<file path="src/rtl/slot_hp_pkg.sv">
package slot_hp_pkg;
  localparam int unsigned REG_W = 32;

  typedef enum logic [1:0] {
    EVT_NONE   = 2'b00,
    EVT_COLD   = 2'b01,
    EVT_HOT    = 2'b10,
    EVT_UNPLUG = 2'b11
  } evt_kind_e;

  typedef enum logic [1:0] {
    SEQ_IDLE    = 2'd0,
    SEQ_FLUSH   = 2'd1,
    SEQ_REBUILD = 2'd2
  } seq_state_e;

  // register index = address bits [3:2]
  localparam logic [1:0] RIDX_UP    = 2'd0;
  localparam logic [1:0] RIDX_DOWN  = 2'd1;
  localparam logic [1:0] RIDX_EJECT = 2'd2;
  localparam logic [1:0] RIDX_RMV   = 2'd3;

  typedef struct packed {
    logic      wrEject;
    logic      flushEject;
    logic      applyEvt;
    evt_kind_e evtKind;
    logic      rebuild;
  } hp_strobe_t;
endpackage

</file>
<file path="src/rtl/slot_hp_ctrl.sv">
module slot_hp_ctrl
  import slot_hp_pkg::*;
(
  input  logic       clk,
  input  logic       rstN,
  input  logic       platRst,
  input  logic       ioSel,
  input  logic       ioWrite,
  input  logic [3:0] ioAddr,
  input  logic       evtValid,
  input  logic [1:0] evtKind,
  input  logic       downEmpty,
  output hp_strobe_t strb,
  output logic       rdEn,
  output logic [1:0] rdReg
);
  seq_state_e stateQ, stateN;
  logic aligned, idle;

  assign aligned = (ioAddr[1:0] == 2'b00);
  assign idle    = (stateQ == SEQ_IDLE);

  always_comb begin
    stateN = stateQ;
    case (stateQ)
      SEQ_IDLE:    if (platRst) stateN = SEQ_FLUSH;
      SEQ_FLUSH:   if (downEmpty) stateN = SEQ_REBUILD;
      SEQ_REBUILD: stateN = SEQ_IDLE;
      default:     stateN = SEQ_IDLE;
    endcase
  end

  // power-on reset enters the flush so that the rebuild runs once
  always_ff @(posedge clk or negedge rstN) begin
    if (!rstN) stateQ <= SEQ_FLUSH;
    else       stateQ <= stateN;
  end

  always_comb begin
    strb.wrEject    = idle && ioSel && ioWrite && aligned && (ioAddr[3:2] == RIDX_EJECT);
    strb.flushEject = (stateQ == SEQ_FLUSH) && !downEmpty;
    strb.applyEvt   = idle && evtValid && (evt_kind_e'(evtKind) != EVT_NONE);
    strb.evtKind    = evt_kind_e'(evtKind);
    strb.rebuild    = (stateQ == SEQ_REBUILD);
  end

  assign rdEn  = ioSel && !ioWrite && aligned;
  assign rdReg = ioAddr[3:2];


  flush_done_before_rebuild_chk: assert property (@(posedge clk) disable iff (!rstN)
    strb.rebuild |-> downEmpty);


  flush_holds_until_empty_chk: assert property (@(posedge clk) disable iff (!rstN)
    (stateQ == SEQ_FLUSH && !downEmpty) |=> (stateQ == SEQ_FLUSH));
endmodule

</file>
<file path="src/rtl/slot_hp_datapath.sv">
module slot_hp_datapath
  import slot_hp_pkg::*;
#(
  parameter int unsigned NUM_SLOTS = 32,
  parameter int unsigned SLOT_W    = $clog2(NUM_SLOTS)
) (
  input  logic                 clk,
  input  logic                 rstN,
  input  hp_strobe_t           strb,
  input  logic [REG_W-1:0]     ejWdata,
  input  logic [SLOT_W-1:0]    evtSlot,
  input  logic [NUM_SLOTS-1:0] attachedMask,
  input  logic [NUM_SLOTS-1:0] noHotplugMask,
  input  logic                 rdEn,
  input  logic [1:0]           rdReg,
  output logic [REG_W-1:0]     rdata,
  output logic                 downEmpty,
  output logic                 ejectValid,
  output logic [SLOT_W-1:0]    ejectSlot,
  output logic                 gpeSetPulse
);
  localparam logic [NUM_SLOTS-1:0] ONE = NUM_SLOTS'(1);

  logic [NUM_SLOTS-1:0] presQ, downQ, hpEnQ;
  logic [NUM_SLOTS-1:0] presN, downN;
  logic [NUM_SLOTS-1:0] ejVec, ejOne;
  logic [SLOT_W-1:0]    ejIdx;
  logic                 ejectValidQ, gpeQ;
  logic [SLOT_W-1:0]    ejectSlotQ;

  // eject source: pending bitmap during a flush, else write data
  always_comb begin
    ejVec = '0;
    if (strb.flushEject)   ejVec = downQ;
    else if (strb.wrEject) ejVec = ejWdata[NUM_SLOTS-1:0];
  end

  assign ejOne = ejVec & ((~ejVec) + ONE);

  always_comb begin
    ejIdx = '0;
    for (int i = NUM_SLOTS - 1; i >= 0; i--) begin
      if (ejVec[i]) ejIdx = SLOT_W'(i);
    end
  end

  // per-slot next state: eject first, then the event, rebuild overrides
  for (genvar s = 0; s < NUM_SLOTS; s++) begin : g_slot
    logic evHit, evIns, evDrop, ejHit;
    assign ejHit  = ejOne[s];
    assign evHit  = strb.applyEvt && (evtSlot == SLOT_W'(s));
    assign evIns  = evHit && ((strb.evtKind == EVT_COLD) || (strb.evtKind == EVT_HOT));
    assign evDrop = evHit && (strb.evtKind == EVT_UNPLUG);
    assign downN[s] = (downQ[s] && !ejHit) || evDrop;
    assign presN[s] = strb.rebuild ? attachedMask[s]
                                   : ((presQ[s] && !(ejHit && hpEnQ[s])) || evIns);
  end

  always_ff @(posedge clk or negedge rstN) begin
    if (!rstN) begin
      presQ       <= '0;
      downQ       <= '0;
      hpEnQ       <= '1;
      ejectValidQ <= 1'b0;
      ejectSlotQ  <= '0;
      gpeQ        <= 1'b0;
    end else begin
      presQ       <= presN;
      downQ       <= downN;
      if (strb.rebuild) hpEnQ <= ~noHotplugMask;
      ejectValidQ <= |(ejOne & hpEnQ);
      ejectSlotQ  <= ejIdx;
      gpeQ        <= strb.applyEvt && (strb.evtKind != EVT_COLD);
    end
  end

  always_comb begin
    rdata = '0;
    if (rdEn) begin
      case (rdReg)
        RIDX_UP:    rdata = REG_W'(presQ & hpEnQ);
        RIDX_DOWN:  rdata = REG_W'(downQ);
        RIDX_EJECT: rdata = '0;
        RIDX_RMV:   rdata = REG_W'(hpEnQ);
        default:    rdata = '0;
      endcase
    end
  end

  assign downEmpty   = ~|downQ;
  assign ejectValid  = ejectValidQ;
  assign ejectSlot   = ejectSlotQ;
  assign gpeSetPulse = gpeQ;


  gpe_pulse_source_chk: assert property (@(posedge clk) disable iff (!rstN)
    gpeSetPulse |-> $past(strb.applyEvt && strb.evtKind != EVT_COLD));


  cold_no_gpe_chk: assert property (@(posedge clk) disable iff (!rstN)
    (strb.applyEvt && strb.evtKind == EVT_COLD) |=> !gpeSetPulse);


  eject_clears_down_chk: assert property (@(posedge clk) disable iff (!rstN)
    ((|ejOne) && !(strb.applyEvt && strb.evtKind == EVT_UNPLUG && evtSlot == ejIdx))
      |=> !downQ[$past(ejIdx)]);


  nonhp_no_pulse_chk: assert property (@(posedge clk) disable iff (!rstN)
    (|(ejOne & ~hpEnQ)) |=> !ejectValid);


  rebuild_load_chk: assert property (@(posedge clk) disable iff (!rstN)
    strb.rebuild |=> (presQ == $past(attachedMask)) && (hpEnQ == ~$past(noHotplugMask)));
endmodule

</file>
<file path="src/rtl/slot_hotplug_regs.sv">
module slot_hotplug_regs
  import slot_hp_pkg::*;
(
  input  logic        clk,
  input  logic        rstN,
  input  logic        platRst,
  input  logic        ioSel,
  input  logic        ioWrite,
  input  logic [3:0]  ioAddr,
  input  logic [31:0] ioWdata,
  output logic [31:0] ioRdata,
  input  logic        evtValid,
  input  logic [1:0]  evtKind,
  input  logic [4:0]  evtSlot,
  input  logic [31:0] attachedMask,
  input  logic [31:0] noHotplugMask,
  output logic        ejectValid,
  output logic [4:0]  ejectSlot,
  output logic        gpeSetPulse
);
  hp_strobe_t strb;
  logic       rdEn, downEmpty;
  logic [1:0] rdReg;

  slot_hp_ctrl u_ctrl (
    .clk       (clk),
    .rstN      (rstN),
    .platRst   (platRst),
    .ioSel     (ioSel),
    .ioWrite   (ioWrite),
    .ioAddr    (ioAddr),
    .evtValid  (evtValid),
    .evtKind   (evtKind),
    .downEmpty (downEmpty),
    .strb      (strb),
    .rdEn      (rdEn),
    .rdReg     (rdReg)
  );

  slot_hp_datapath #(.NUM_SLOTS(32), .SLOT_W(5)) u_dp (
    .clk           (clk),
    .rstN          (rstN),
    .strb          (strb),
    .ejWdata       (ioWdata),
    .evtSlot       (evtSlot),
    .attachedMask  (attachedMask),
    .noHotplugMask (noHotplugMask),
    .rdEn          (rdEn),
    .rdReg         (rdReg),
    .rdata         (ioRdata),
    .downEmpty     (downEmpty),
    .ejectValid    (ejectValid),
    .ejectSlot     (ejectSlot),
    .gpeSetPulse   (gpeSetPulse)
  );
endmodule

</file>
<file path="config.mk">
export PLATFORM = sky130hd
export DESIGN_NAME = slot_hotplug_regs
export DESIGN_NICKNAME = d
export VERILOG_FILES = /design/src/rtl/slot_hp_pkg.sv /design/src/rtl/slot_hp_ctrl.sv /design/src/rtl/slot_hp_datapath.sv /design/src/rtl/slot_hotplug_regs.sv
export SDC_FILE = /design/constraint.sdc
export NUM_CORES = 1
export LEC_CHECK = 0
export ABC_AREA = 1
export BUFFER_PORTS_ARGS = -buffer_cell sky130_fd_sc_hd__buf_2
export CELL_PAD_IN_SITES_DETAIL_PLACEMENT = 2
export CELL_PAD_IN_SITES_GLOBAL_PLACEMENT = 2
export CORE_MARGIN = 4
export CORE_UTILIZATION = 33
export CTS_CLUSTER_DIAMETER = 40
export DETAILED_ROUTE_END_ITERATION = 8
export GPL_TIMING_DRIVEN = 0
export PLACE_DENSITY_LB_ADDON = 0.1
export SYNTH_ARGS = -nofsm -noshare
export SYNTH_HDL_FRONTEND = slang
export SYNTH_HIERARCHICAL = 1
export SYNTH_SLANG_ARGS = --single-unit
</file>
<file path="constraint.sdc">
create_clock -name clk -period 9.4 [get_ports clk]
set_clock_uncertainty 0.2 [all_clocks]
set_input_delay 1.41 -clock clk [delete_from_list [all_inputs] [get_ports clk]]
set_output_delay 1.41 -clock clk [all_outputs]
set_load 0.01 [all_outputs]
</file>
== Yosys cells after proc, flatten, opt, wreduce, memory -nomap -nowiden ==
Cells that the tools add are included.
Operators by class
  bitwise operators: 5
  add/subtract/negate cells: 1
  equality and inequality tests: 42
  reduce and logical (&&, ||, !) cells: 340
  muxes and demuxes: 71
Operators with widths (number)
  1-bit logical AND: 202
  5-bit two-way mux: 32
  32-bit one-hot mux with 4 select lines: 1
  32-bit AND: 3
  32-bit two-way mux: 3
  5-bit equality test (second input constant): 16
  1-bit logical NOT: 65
  1-bit logical OR: 65
  32-bit NOT: 2
  32-bit OR reduction: 2
  5-bit by 4-bit equality test with 1-bit output (second input constant): 8
  32-bit by 1-bit adder with 32-bit output (second input constant): 1
  1-bit two-way mux: 32
  5-bit by 3-bit equality test with 1-bit output (second input constant): 4
  2-bit equality test (second input constant): 5
  5-bit by 2-bit equality test with 1-bit output (second input constant): 2
  2-bit by 1-bit equality test with 1-bit output (second input constant): 3
  2-bit logical NOT: 3
  5-bit by 1-bit equality test with 1-bit output (second input constant): 1
  5-bit logical NOT: 1
  2-bit two-way mux: 2
  2-bit != test (second input constant): 2
  2-bit one-hot mux with 2 select lines: 1
  2-bit by 1-bit != test with 1-bit output (second input constant): 1
  2 further kinds: 2
Word-level totals
  output and inout bits: 39
  register bits: 105
  logic and storage cells: 466
  input port bits: 113

== Longest topological paths before layout ==
Gate-level depths: netlist of run 1.
  depth after elaboration: 39
  mapped depth: 38
  mapped depth without buffers: 37

== Hierarchy ==
The synthesis of run 1 kept the hierarchy.
By module, submodules not included
  slot_hp_datapath: seq. area each 2617.5 µm², instances 1, cells an instance 874, area an instance 6492.5 µm²
  slot_hp_ctrl: seq. area each 51.3 µm², instances 1, cells an instance 28, area an instance 167.7 µm²

== Worst setup path after synthesis of run 1 ==
No wires, ideal clock.
  path type: in2out
  from: in ioAddr[2]
  to: out ioRdata[8]
  arrival time: 2.609 ns
  path buffers: 3
  slack: 5.181 ns
  required time: 7.790 ns
  stages on the path: 6
  cell sequence: buf_4 -> clkbuf_1 -> nor2_1 -> clkbuf_1 -> o21ai_0 -> a21oi_1
Between the ends
  longest elaborated chain between the ends: 3
  elaborated cells on any way between the ends: 6
  classes of those cells: 3 x eq/ne; 2 x mux; 1 x reduce/logical
Ends and longest elaborated chain
  from (decl): line slot_hotplug_regs.sv:9  | input logic [3:0] ioAddr,
  2-bit equality test (tied with other cells): line slot_hp_datapath.sv:80  | case (rdReg)
  32-bit one-hot mux with 4 select lines (*): line slot_hp_datapath.sv:80
  32-bit two-way mux (*): line slot_hp_datapath.sv:79  | if (rdEn) begin
  to (decl): line slot_hotplug_regs.sv:11  | output logic [31:0] ioRdata,
Every way passes the cells marked *; elsewhere a longest branch is shown, timed or not.

== Worst setup path in the final report of run 1 ==
  from: in ioAddr[2]
  to: out ioRdata[30]
The elaborated chain is that of the path after synthesis.

==> results of run 1 <==
-- registers in the layout, indices dropped and copies added (netlist names) --
signal            count
u_dp/presQ           32
u_dp/gpeSetPulse      1
u_dp/ejectSlot        5
u_dp/hpEnQ           32
u_dp/ejectValid       1
u_dp/downQ           32
u_ctrl/stateQ         2
-- metrics by stage --
step	setup slack, ns	hold WS [ns]	area (um^2)	utilization (%)	total power, mW
6_report	4.045	0.2952	8074	41.08	2.209
5_1_grt	3.880	0.3339	8074	41.08	2.368
4_1_cts	4.088	0.3004	8074	41.08	2.209
3_3_place_gp	4.170	0.2833	7747	39.42	1.759
3_5_place_dp	4.115	0.2885	7777	39.57	1.798
2_1_floorplan	5.181	0.2698	6660	-	1.410
-- worst paths after layout --
check                               startpoint                 to  slack [ns]  depth (start not counted)
min in group asynchronous                 rstN  u_dp/ejectSlot[4]        0.91                          1
worst min-delay path            u_dp/hpEnQ[19]     u_dp/hpEnQ[19]        0.30                          2
worst max register to register  u_dp/downQ[23]    u_dp/ejectValid        4.79                         21
max in group asynchronous                 rstN      u_dp/hpEnQ[0]        7.30                          2
worst min register to register  u_dp/hpEnQ[19]     u_dp/hpEnQ[19]        0.30                          2
worst max-delay path                 ioAddr[2]        ioRdata[30]        4.05                          9
-- layer usage --
metal | routed length, um | GRT usage, % | share of wire (%)
met5 | 0 | 0 | 0
met4 | 560 | 6.770 | 1.8
met3 | 2130 | 3.392 | 6.7
met2 | 14400 | 44.94 | 45
met1 | 14910 | 41.74 | 47
-- layout make-up --
class                           instances  area [um^2]  area share [%]
Timing Repair Buffer                  152        785.8           9.732
Buffer                                 51        255.2           3.161
Tap cell                              265        331.6           4.107
Multi-Input combinational cell        657         3402           42.14
Inverter                               89        334.1           4.138
Clock buffer                           10        239.0           2.960
Sequential cell                       105         2669           33.05
Clock inverter                          6        57.56          0.7128
-- critical path: cells and delay by family --
kind / cells / cell delay, ns
buffers and inverters: 6 / 1.62
and+or+nand+nor: 1 / 0.32
AOI/OAI and AO/OA: 2 / 0.38
-- kinds of logic (layout without fill, tap and decap cells) --
logic type | Yosys count | count (layout) | synth area share (%)
AO/OA/AOI/OAI | 235 | 235 | 23.09
adder cells (fa/ha/maj) | 2 | 2 | 0.3757
buffers and inverters | 140 | 308 | 8.848
flip-flops | 105 | 105 | 40.07
AND/OR/NAND/NOR | 420 | 420 | 27.62
-- power by group --
part	switching (mW)	leakage [nW]	internal, mW	total (mW)
Clock	0.202	0.147	0.195	0.396
Combinational	0.657	2.65	0.309	0.966
Sequential	0.170	1.26	0.677	0.847
-- cell usage in the layout, fill, tap and decap left out, types with 4 or more instances in the layout --
cell type	n
nor2_1	82
nand4_1	14
dfrtp_1	72
clkbuf_1	38
nand3_1	62
clkbuf_16	9
a22oi_1	13
a31oi_1	22
a32o_1	8
dfstp_2	33
buf_4	6
nand2_1	218
inv_1	68
buf_2	150
a22oi_2	11
nor3_1	12
a21oi_1	28
a221oi_1	8
nor2_2	7
buf_6	6
o21ai_1	4
nor4_1	12
a32oi_1	15
o21ai_0	116
nor2_4	4
inv_2	21
a22oi_4	5
==> results.yml, run 1 <==
clock_tree:
  clk_pin_slew_worst_paths_ns: 0.08
  numCtsBuffers: 9
  cts_tree: "done"
  clock_latency_ns: 0.36
  cts_setup_buffers: 0
  htreeDepth: 3
  cts_root_buf: "clkbuf_16"
  ctsHoldBuffers: 0
  cts.sinks: 105
  clk_path_buf_depth: 2
  cts_resized: 0
place:
  place_inst: 1319
  dp_hpwl_mm: 25.69
  port_buffers: 151
  gp_congestion: 0.8961
worst_setup_path:
  critPathRequiredTime_ns: 7.79
  cp_cell_sequence: "buf_2, buf_4, clkbuf_1, nand2_1, inv_1, clkbuf_1, o21ai_0, a21oi_1, buf_2"
  worstPathArrival_ns: 3.74
  path_class: "in2out"
  end_kind: "output port"
  worst-path-max-fanout: 10
  crit_path_start_kind: "input pin"
  crit_slowest_cell: "clkbuf_1"
  cpPeakStageDelay_ns: 0.54
synth:
  ys.warnings.count: 6
  synth_top_area_cell: "dfrtp_1"
  synthArstFlopShare_pct: 100.0
  synthTopCellsByArea: "dfrtp_1, dfstp_2, nand2_1, o21ai_0, nand3_1"
  synth_common_cells: "nand2_1, o21ai_0, nor2_1, dfrtp_1, inv_1"
  synth.most_common_cell: "nand2_1"
  synth_seq_cells: 105
  yosysSeqAreaShare_pct: 40.07
  yosysTopAreaCellShare_pct: 27.05
  syn_area_um2: 6660
  synth.avg_cell_area_um2: 7.384
  netlist_instances: 902
  synth_cell_types: 39
  synth_edf_count: 0
  synthFlopType: "dfrtp_1"
  syn_nets: 1017
timing:
  finalHoldViolations: 0
  post-route-period-util_pct: 56.96
  fmax_ghz: 0.1868
  tns_ns: 0
  setup-violations-final: 0
  final_max_slew_viol_count: 0
  rsz0062_at_grt: "false"
  maxSlewHeadroom_pct: 48.65
  post-route-min-period_ns: 5.355
  tightest_slew_ns: 0.7703
grt:
  antenna_found_initial: 0
  grt.total_usage_pct: 28.51
  grt_max_degree: 56
  grt_pass1_wl_mm: 47.48
  grt_pass1_vias: 7788
  overflow: 0
routing:
  vias_per_cell: 5.610
  drtPass1Iterations: 5
  antenna_left: 0
  dr_total_vias: 7489
  routed_wl_mm: 31.99
  drc: 0
  drt_iter0_drc: 483
  routedWlPerCell_um: 23.96
floorplanning:
  start_util_pct: 33.89
  die_x_um: 150.1
  design.core.area_um2: 19650
  rows: 51
  die_h_um: 150.1
  num_io_pins: 152
  die_area_um2: 22520
hold_path:
  hold_path.class: "reg2reg"
final_layout:
  drive_above_1_share_pct: 24.86
  fill_cells: 2389
  area_growth_syn_to_layout_pct: 21.23
  diodes: 0
  final_nets: 1180
  fin_cells: 1335
pwr:
  p_per_area_nw_per_um2: 273.6
  vdd_ir_drop_max_mv: 0.1184
  leakagePower_nw: 4.062
flow_run:
  maxCapViolCount: 0
outcome:
  run_status: "finished, final reports clean"
Note: power is estimated with default switching activity, not from simulation.
==> inputs of run 2 (changes only) <==
--- a/config.mk
+++ b/config.mk
@@ -10,7 +10,7 @@
 export CELL_PAD_IN_SITES_DETAIL_PLACEMENT = 2
 export CELL_PAD_IN_SITES_GLOBAL_PLACEMENT = 2
 export CORE_MARGIN = 4
-export CORE_UTILIZATION = 33
+export CORE_UTILIZATION = 31
 export CTS_CLUSTER_DIAMETER = 40
 export DETAILED_ROUTE_END_ITERATION = 8
 export GPL_TIMING_DRIVEN = 0
==> constraint.sdc (replaced) <==
create_clock -name clk -period 5.1 [get_ports clk]
set_clock_uncertainty 0.2 [all_clocks]
set_input_delay 0.765 -clock clk [delete_from_list [all_inputs] [get_ports clk]]
set_output_delay 0.765 -clock clk [all_outputs]
set_load 0.01 [all_outputs]
==> run 2 against run 1 <==
Against the previous run:
- total power is 84% higher
- first-iteration DRC count shrank 8.1%
- combinational power rose by 83%
- critical path depth increased by 12
- sequential share of layout area fell by 0.087 points
- register-to-register slack got worse by 4.4 ns
- die area rose by 6.1%
- critical endpoint is now u_dp/ejectValid
- largest power group unchanged
==> results.yml, run 2 (synthesized netlist as in run 1, its figures left out) <==
outcome:
  run_status: "finished, final reports clean"
timing:
  post-route-min-period_ns: 4.708
  rsz0062_at_grt: "false"
  tightest_slew_ns: 0.7996
  fmax_ghz: 0.2124
  setup-violations-final: 0
  final_max_slew_viol_count: 0
  holdWs_ns: 0.02817
  maxSlewHeadroom_pct: 46.50
  tns_ns: 0
  post-route-period-util_pct: 92.31
  finalHoldViolations: 0
final_layout:
  final_area_um2: 8095
  final_cell_mix: "nand2_1, buf_2, o21ai_0"
  diodes: 0
  fill_cells: 2577
  area_growth_syn_to_layout_pct: 21.55
  drive_above_1_share_pct: 24.86
  final_nets: 1180
  reg_top3: "u_dp/downQ x32, u_dp/hpEnQ x32, u_dp/presQ x32"
  mostFrequentLayoutCell: "nand2_1"
clock_tree:
  clk_pin_slew_worst_paths_ns: 0.08
  htreeDepth: 3
  cts.sinks: 105
  cts_setup_buffers: 0
  clock_latency_ns: 0.36
  cts_root_buf: "clkbuf_16"
  numCtsBuffers: 9
  cts_tree: "done"
  clk_path_buf_depth: 2
  cts_resized: 0
  ctsHoldBuffers: 0
grt:
  grt_pass1_wl_mm: 48.02
  grt_max_degree: 91
  overflow: 0
  grt_pass1_vias: 7715
  antenna_found_initial: 0
  grt.total_usage_pct: 26.75
routing:
  vias_per_cell: 5.416
  drc: 0
  dr_total_vias: 7285
  drtPass1Iterations: 5
  routedWlPerCell_um: 23.95
  routed_wl_mm: 32.21
  antenna_left: 0
  drt_iter0_drc: 444
place:
  port_buffers: 151
  gp_congestion: 0.8907
  dp_hpwl_mm: 26.16
  dpl-instance-area_um2: 7794
floorplanning:
  die_area_um2: 23890
  rows: 53
  start_util_pct: 31.58
  num_io_pins: 152
  die_x_um: 154.6
  die_h_um: 154.6
  design.core.area_um2: 21090
worst_setup_path:
  timing.rr.start: "u_dp/downQ[23]"
  critPathRequiredTime_ns: 5.19
  r2r_slack_ns: 0.39
  critPathCapture: "u_dp/ejectValid"
  path_class: "reg2reg"
  worstPathArrival_ns: 4.80
  end_kind: "flip-flop"
  rr_endpoint: "u_dp/ejectValid"
  reg2regPathDepth: 21
  worst-path-max-fanout: 10
  crit_path_start_kind: "flip-flop"
  crit_path_start: "u_dp/downQ[23]"
pwr:
  p_per_area_nw_per_um2: 502.8
  finalPower_mw: 4.070
  vdd_ir_drop_max_mv: 0.1923
  leakagePower_nw: 4.064
hold_path:
  hold_path.class: "in2async"
flow_run:
  maxCapViolCount: 0
-- run 2: changes by cell type in the layout (fill, tap and decap cells not counted), sizes merged --
| cell | before | now |
|---|---|---|
| inv | 93 | 91 |
| clkinv | 2 | 4 |
-- run 2: worst min-delay path by stage --
stage / start / end / slack, ns / cells after the start
6_report: rstN / u_dp/ejectSlot[4] / 0.03 / 1
5_1_grt: rstN / u_dp/ejectSlot[4] / 0.03 / 1
4_1_cts: rstN / u_dp/ejectSlot[4] / 0.02 / 1
3_5_place_dp: u_dp/hpEnQ[29] / u_dp/hpEnQ[29] / 0.29 / 2
3_3_place_gp: u_dp/hpEnQ[17] / u_dp/hpEnQ[17] / 0.29 / 2
2_1_floorplan: rstN / u_ctrl/stateQ[1] / 0.27 / 0
-- run 2: per-layer routing --
metal	global-route usage (%)	vias up	wire length [um]
met5	0	-	0
met4	5.719	0	579
met3	2.994	32	1621
met2	43.37	216	14700
met1	38.65	3621	15310
li1	-	3416	-
-- run 2: area by class of cell --
| cell class | instances | area [um^2] | share of cell area [%] |
|---|---|---|---|
| inverters | 89 | 334.1 | 4.127 |
| flip-flops and latches | 105 | 2669 | 32.97 |
| clock inverters | 6 | 62.56 | 0.7728 |
| plain buffers | 51 | 255.2 | 3.153 |
| well taps | 275 | 344.1 | 4.250 |
| repair buffers | 152 | 789.5 | 9.753 |
| multi-input cells | 657 | 3402 | 42.02 |
| clock buffers | 10 | 239.0 | 2.952 |
-- run 2: worst max-delay path: stages (launching register included) --
cell     delay (ns)
dfrtp_1        0.42
nor4_1         0.47
nand4_1        0.23
nor2_1         0.25
nor2_1         0.09
buf_6          0.14
buf_6          0.16
a22oi_2        0.28
inv_2          0.07
nor2_1         0.22
inv_1          0.11
nor2_4         0.13
inv_2          0.07
nor2_2         0.14
inv_2          0.06
nor2_2         0.18
nand4_1        0.18
nor3b_1        0.68
nand2_1        0.22
nand4_1        0.16
nor2_1         0.05
nand3_1        0.10
-- run 2: per-stage QoR --
step | cells | setup WS [ns] | utilization (%)
after global placement | 1328 | 0.5876 | 36.80
after global routing | 1345 | 0.1000 | 38.39
final | 1345 | 0.3921 | 38.39
after floorplan | 902 | 1.883 | -
after detailed placement | 1329 | 0.4392 | 36.96
after CTS | 1345 | 0.4246 | 38.39
-- run 2: where the power goes --
group / switching [mW] / internal [mW]
Sequential: 0.318 / 1.25
Clock: 0.377 / 0.359
Combinational: 1.20 / 0.571
==> inputs of run 3 (changes only) <==
--- a/config.mk
+++ b/config.mk
@@ -11,6 +11,7 @@
 export CELL_PAD_IN_SITES_GLOBAL_PLACEMENT = 2
 export CORE_MARGIN = 4
 export CORE_UTILIZATION = 31
+export CTS_BUF_LIST = sky130_fd_sc_hd__clkbuf_16
 export CTS_CLUSTER_DIAMETER = 40
 export DETAILED_ROUTE_END_ITERATION = 8
 export GPL_TIMING_DRIVEN = 0
==> run 3 against run 2 <==
Against the previous run:
- critical path depth did not move
- hold slack better by 0.0020 ns
- register-to-register slack is essentially flat
- clock power is 2% lower
- flip-flop and latch count stayed put
- largest power group unchanged
==> results.yml, run 3 (synthesized netlist as in run 1, its figures left out) <==
flow_run:
  maxCapViolCount: 0
routing:
  routed_wl_mm: 32.22
  antenna_left: 0
  routedWlPerCell_um: 23.95
  drtPass1Iterations: 5
  drc: 0
  dr_total_vias: 7331
  vias_per_cell: 5.451
  drt_iter0_drc: 486
floorplanning:
  design.core.area_um2: 21090
  die_h_um: 154.6
  start_util_pct: 31.58
  die_area_um2: 23890
  num_io_pins: 152
  die_x_um: 154.6
  rows: 53
pwr:
  p_per_area_nw_per_um2: 501.9
  finalPower_mw: 4.058
  seqPwrFrac_pct: 38.6
  swShare_pct: 46.73
  power.internal_mw: 2.162
  clockPowerShare_pct: 17.7
  leakagePower_nw: 4.058
  vdd_ir_drop_max_mv: 0.1951
  p_sw_mw: 1.896
  combPwrFrac_pct: 43.7
worst_setup_path:
  path_class: "reg2reg"
  end_kind: "flip-flop"
  worst-path-max-fanout: 10
  worstPathArrival_ns: 4.80
  critPathRequiredTime_ns: 5.19
  crit_path_start_kind: "flip-flop"
final_layout:
  drive_above_1_share_pct: 24.77
  area_growth_syn_to_layout_pct: 21.40
  diodes: 0
  fill_cells: 2577
  reg_top3: "u_dp/downQ x32, u_dp/hpEnQ x32, u_dp/presQ x32"
  mostFrequentLayoutCell: "nand2_1"
  final_nets: 1180
  final_cell_mix: "nand2_1, buf_2, o21ai_0"
  fin_util_pct: 38.34
  final_area_um2: 8085
timing:
  post-route-period-util_pct: 92.23
  worst_slack_ns: 0.3963
  finalHoldViolations: 0
  maxSlewHeadroom_pct: 43.96
  setup-violations-final: 0
  tns_ns: 0
  tightest_slew_ns: 0.8329
  fmax_ghz: 0.2126
  post-route-min-period_ns: 4.704
  final_max_slew_viol_count: 0
  rsz0062_at_grt: "false"
outcome:
  run_status: "finished, final reports clean"
place:
  gp_congestion: 0.8907
  dp_hpwl_mm: 26.16
  dpl-instance-area_um2: 7794
  pre_cts_ws_ns: 0.4392
  port_buffers: 151
clock_tree:
  cts_resized: 0
  cts_root_buf: "clkbuf_16"
  cts.sinks: 105
  cts_setup_buffers: 0
  ctsHoldBuffers: 0
  cts_tree: "done"
  clk_path_buf_depth: 2
  clk_pin_slew_worst_paths_ns: 0.09
  clock_latency_ns: 0.36
  htreeDepth: 3
  numCtsBuffers: 9
grt:
  grt_max_degree: 91
  grt_pass1_vias: 7706
  grt_pass1_wl_mm: 47.98
  antenna_found_initial: 0
  grt.total_usage_pct: 26.73
  overflow: 0
hold_path:
  hold_path.class: "in2async"
run 3: cell count changes in the layout (fill, tap and decap cells not counted), sizes merged:
cell / previous run / this run
clkinv: 4 / 5
clkbuf: 48 / 47
run 3: per-stage QoR:
stage          hold slack (ns)  cells
5_1_grt                0.02724   1345
6_report               0.03015   1345
3_5_place_dp            0.2876   1329
4_1_cts                0.02474   1345
3_3_place_gp            0.2850   1328
2_1_floorplan           0.2694    902
run 3: final cells by class:
cell class	count	area, um^2	area share (%)
multi-input combinational	657	3402	42.08
sequential	105	2669	33.01
timing repair buffer	152	789.5	9.765
tap	275	344.1	4.256
inverter	89	334.1	4.132
buffer	51	255.2	3.157
clock buffer	9	225.2	2.786
clock inverter	7	66.31	0.8202
run 3: path summary, 6_finish.rpt:
check / startpoint / end / slack (ns) / cells past startpoint
setup / recovery: u_dp/downQ[23] / u_dp/ejectValid / 0.40 / 21
hold / removal: rstN / u_dp/ejectSlot[4] / 0.03 / 1
setup reg to reg: u_dp/downQ[23] / u_dp/ejectValid / 0.40 / 21
hold reg to reg: u_dp/hpEnQ[29] / u_dp/hpEnQ[29] / 0.30 / 2
max in group asynchronous: rstN / u_dp/hpEnQ[7] / 3.91 / 2
min in group clk: u_dp/hpEnQ[29] / u_dp/hpEnQ[29] / 0.30 / 2
run 3: routing by layer:
metal	GRT usage [%]	share of wire, %
met5	0	0
met4	5.677	1.7
met3	2.994	5.2
met2	43.34	46
met1	38.61	47
run 3: worst max-delay path: stages (launching register included):
cell	delay (ns)
dfrtp_1	0.42
nor4_1	0.47
nand4_1	0.25
nor2_1	0.26
nor2_1	0.09
buf_6	0.14
buf_6	0.16
a22oi_2	0.28
inv_2	0.07
nor2_1	0.22
inv_1	0.11
nor2_4	0.13
inv_2	0.07
nor2_2	0.14
inv_2	0.06
nor2_2	0.18
nand4_1	0.19
nor3b_1	0.66
nand2_1	0.22
nand4_1	0.16
nor2_1	0.05
nand3_1	0.10
run 3: power groups by stage:
stage / Clock [mW] / Combinational, mW / Sequential [mW]
2_1_floorplan: 0 / 1.18 / 1.42
3_3_place_gp: 0 / 1.72 / 1.54
3_5_place_dp: 0 / 1.78 / 1.56
4_1_cts: 0.740 / 1.79 / 1.55
5_1_grt: 0.772 / 1.99 / 1.60
6_report: 0.720 / 1.77 / 1.56
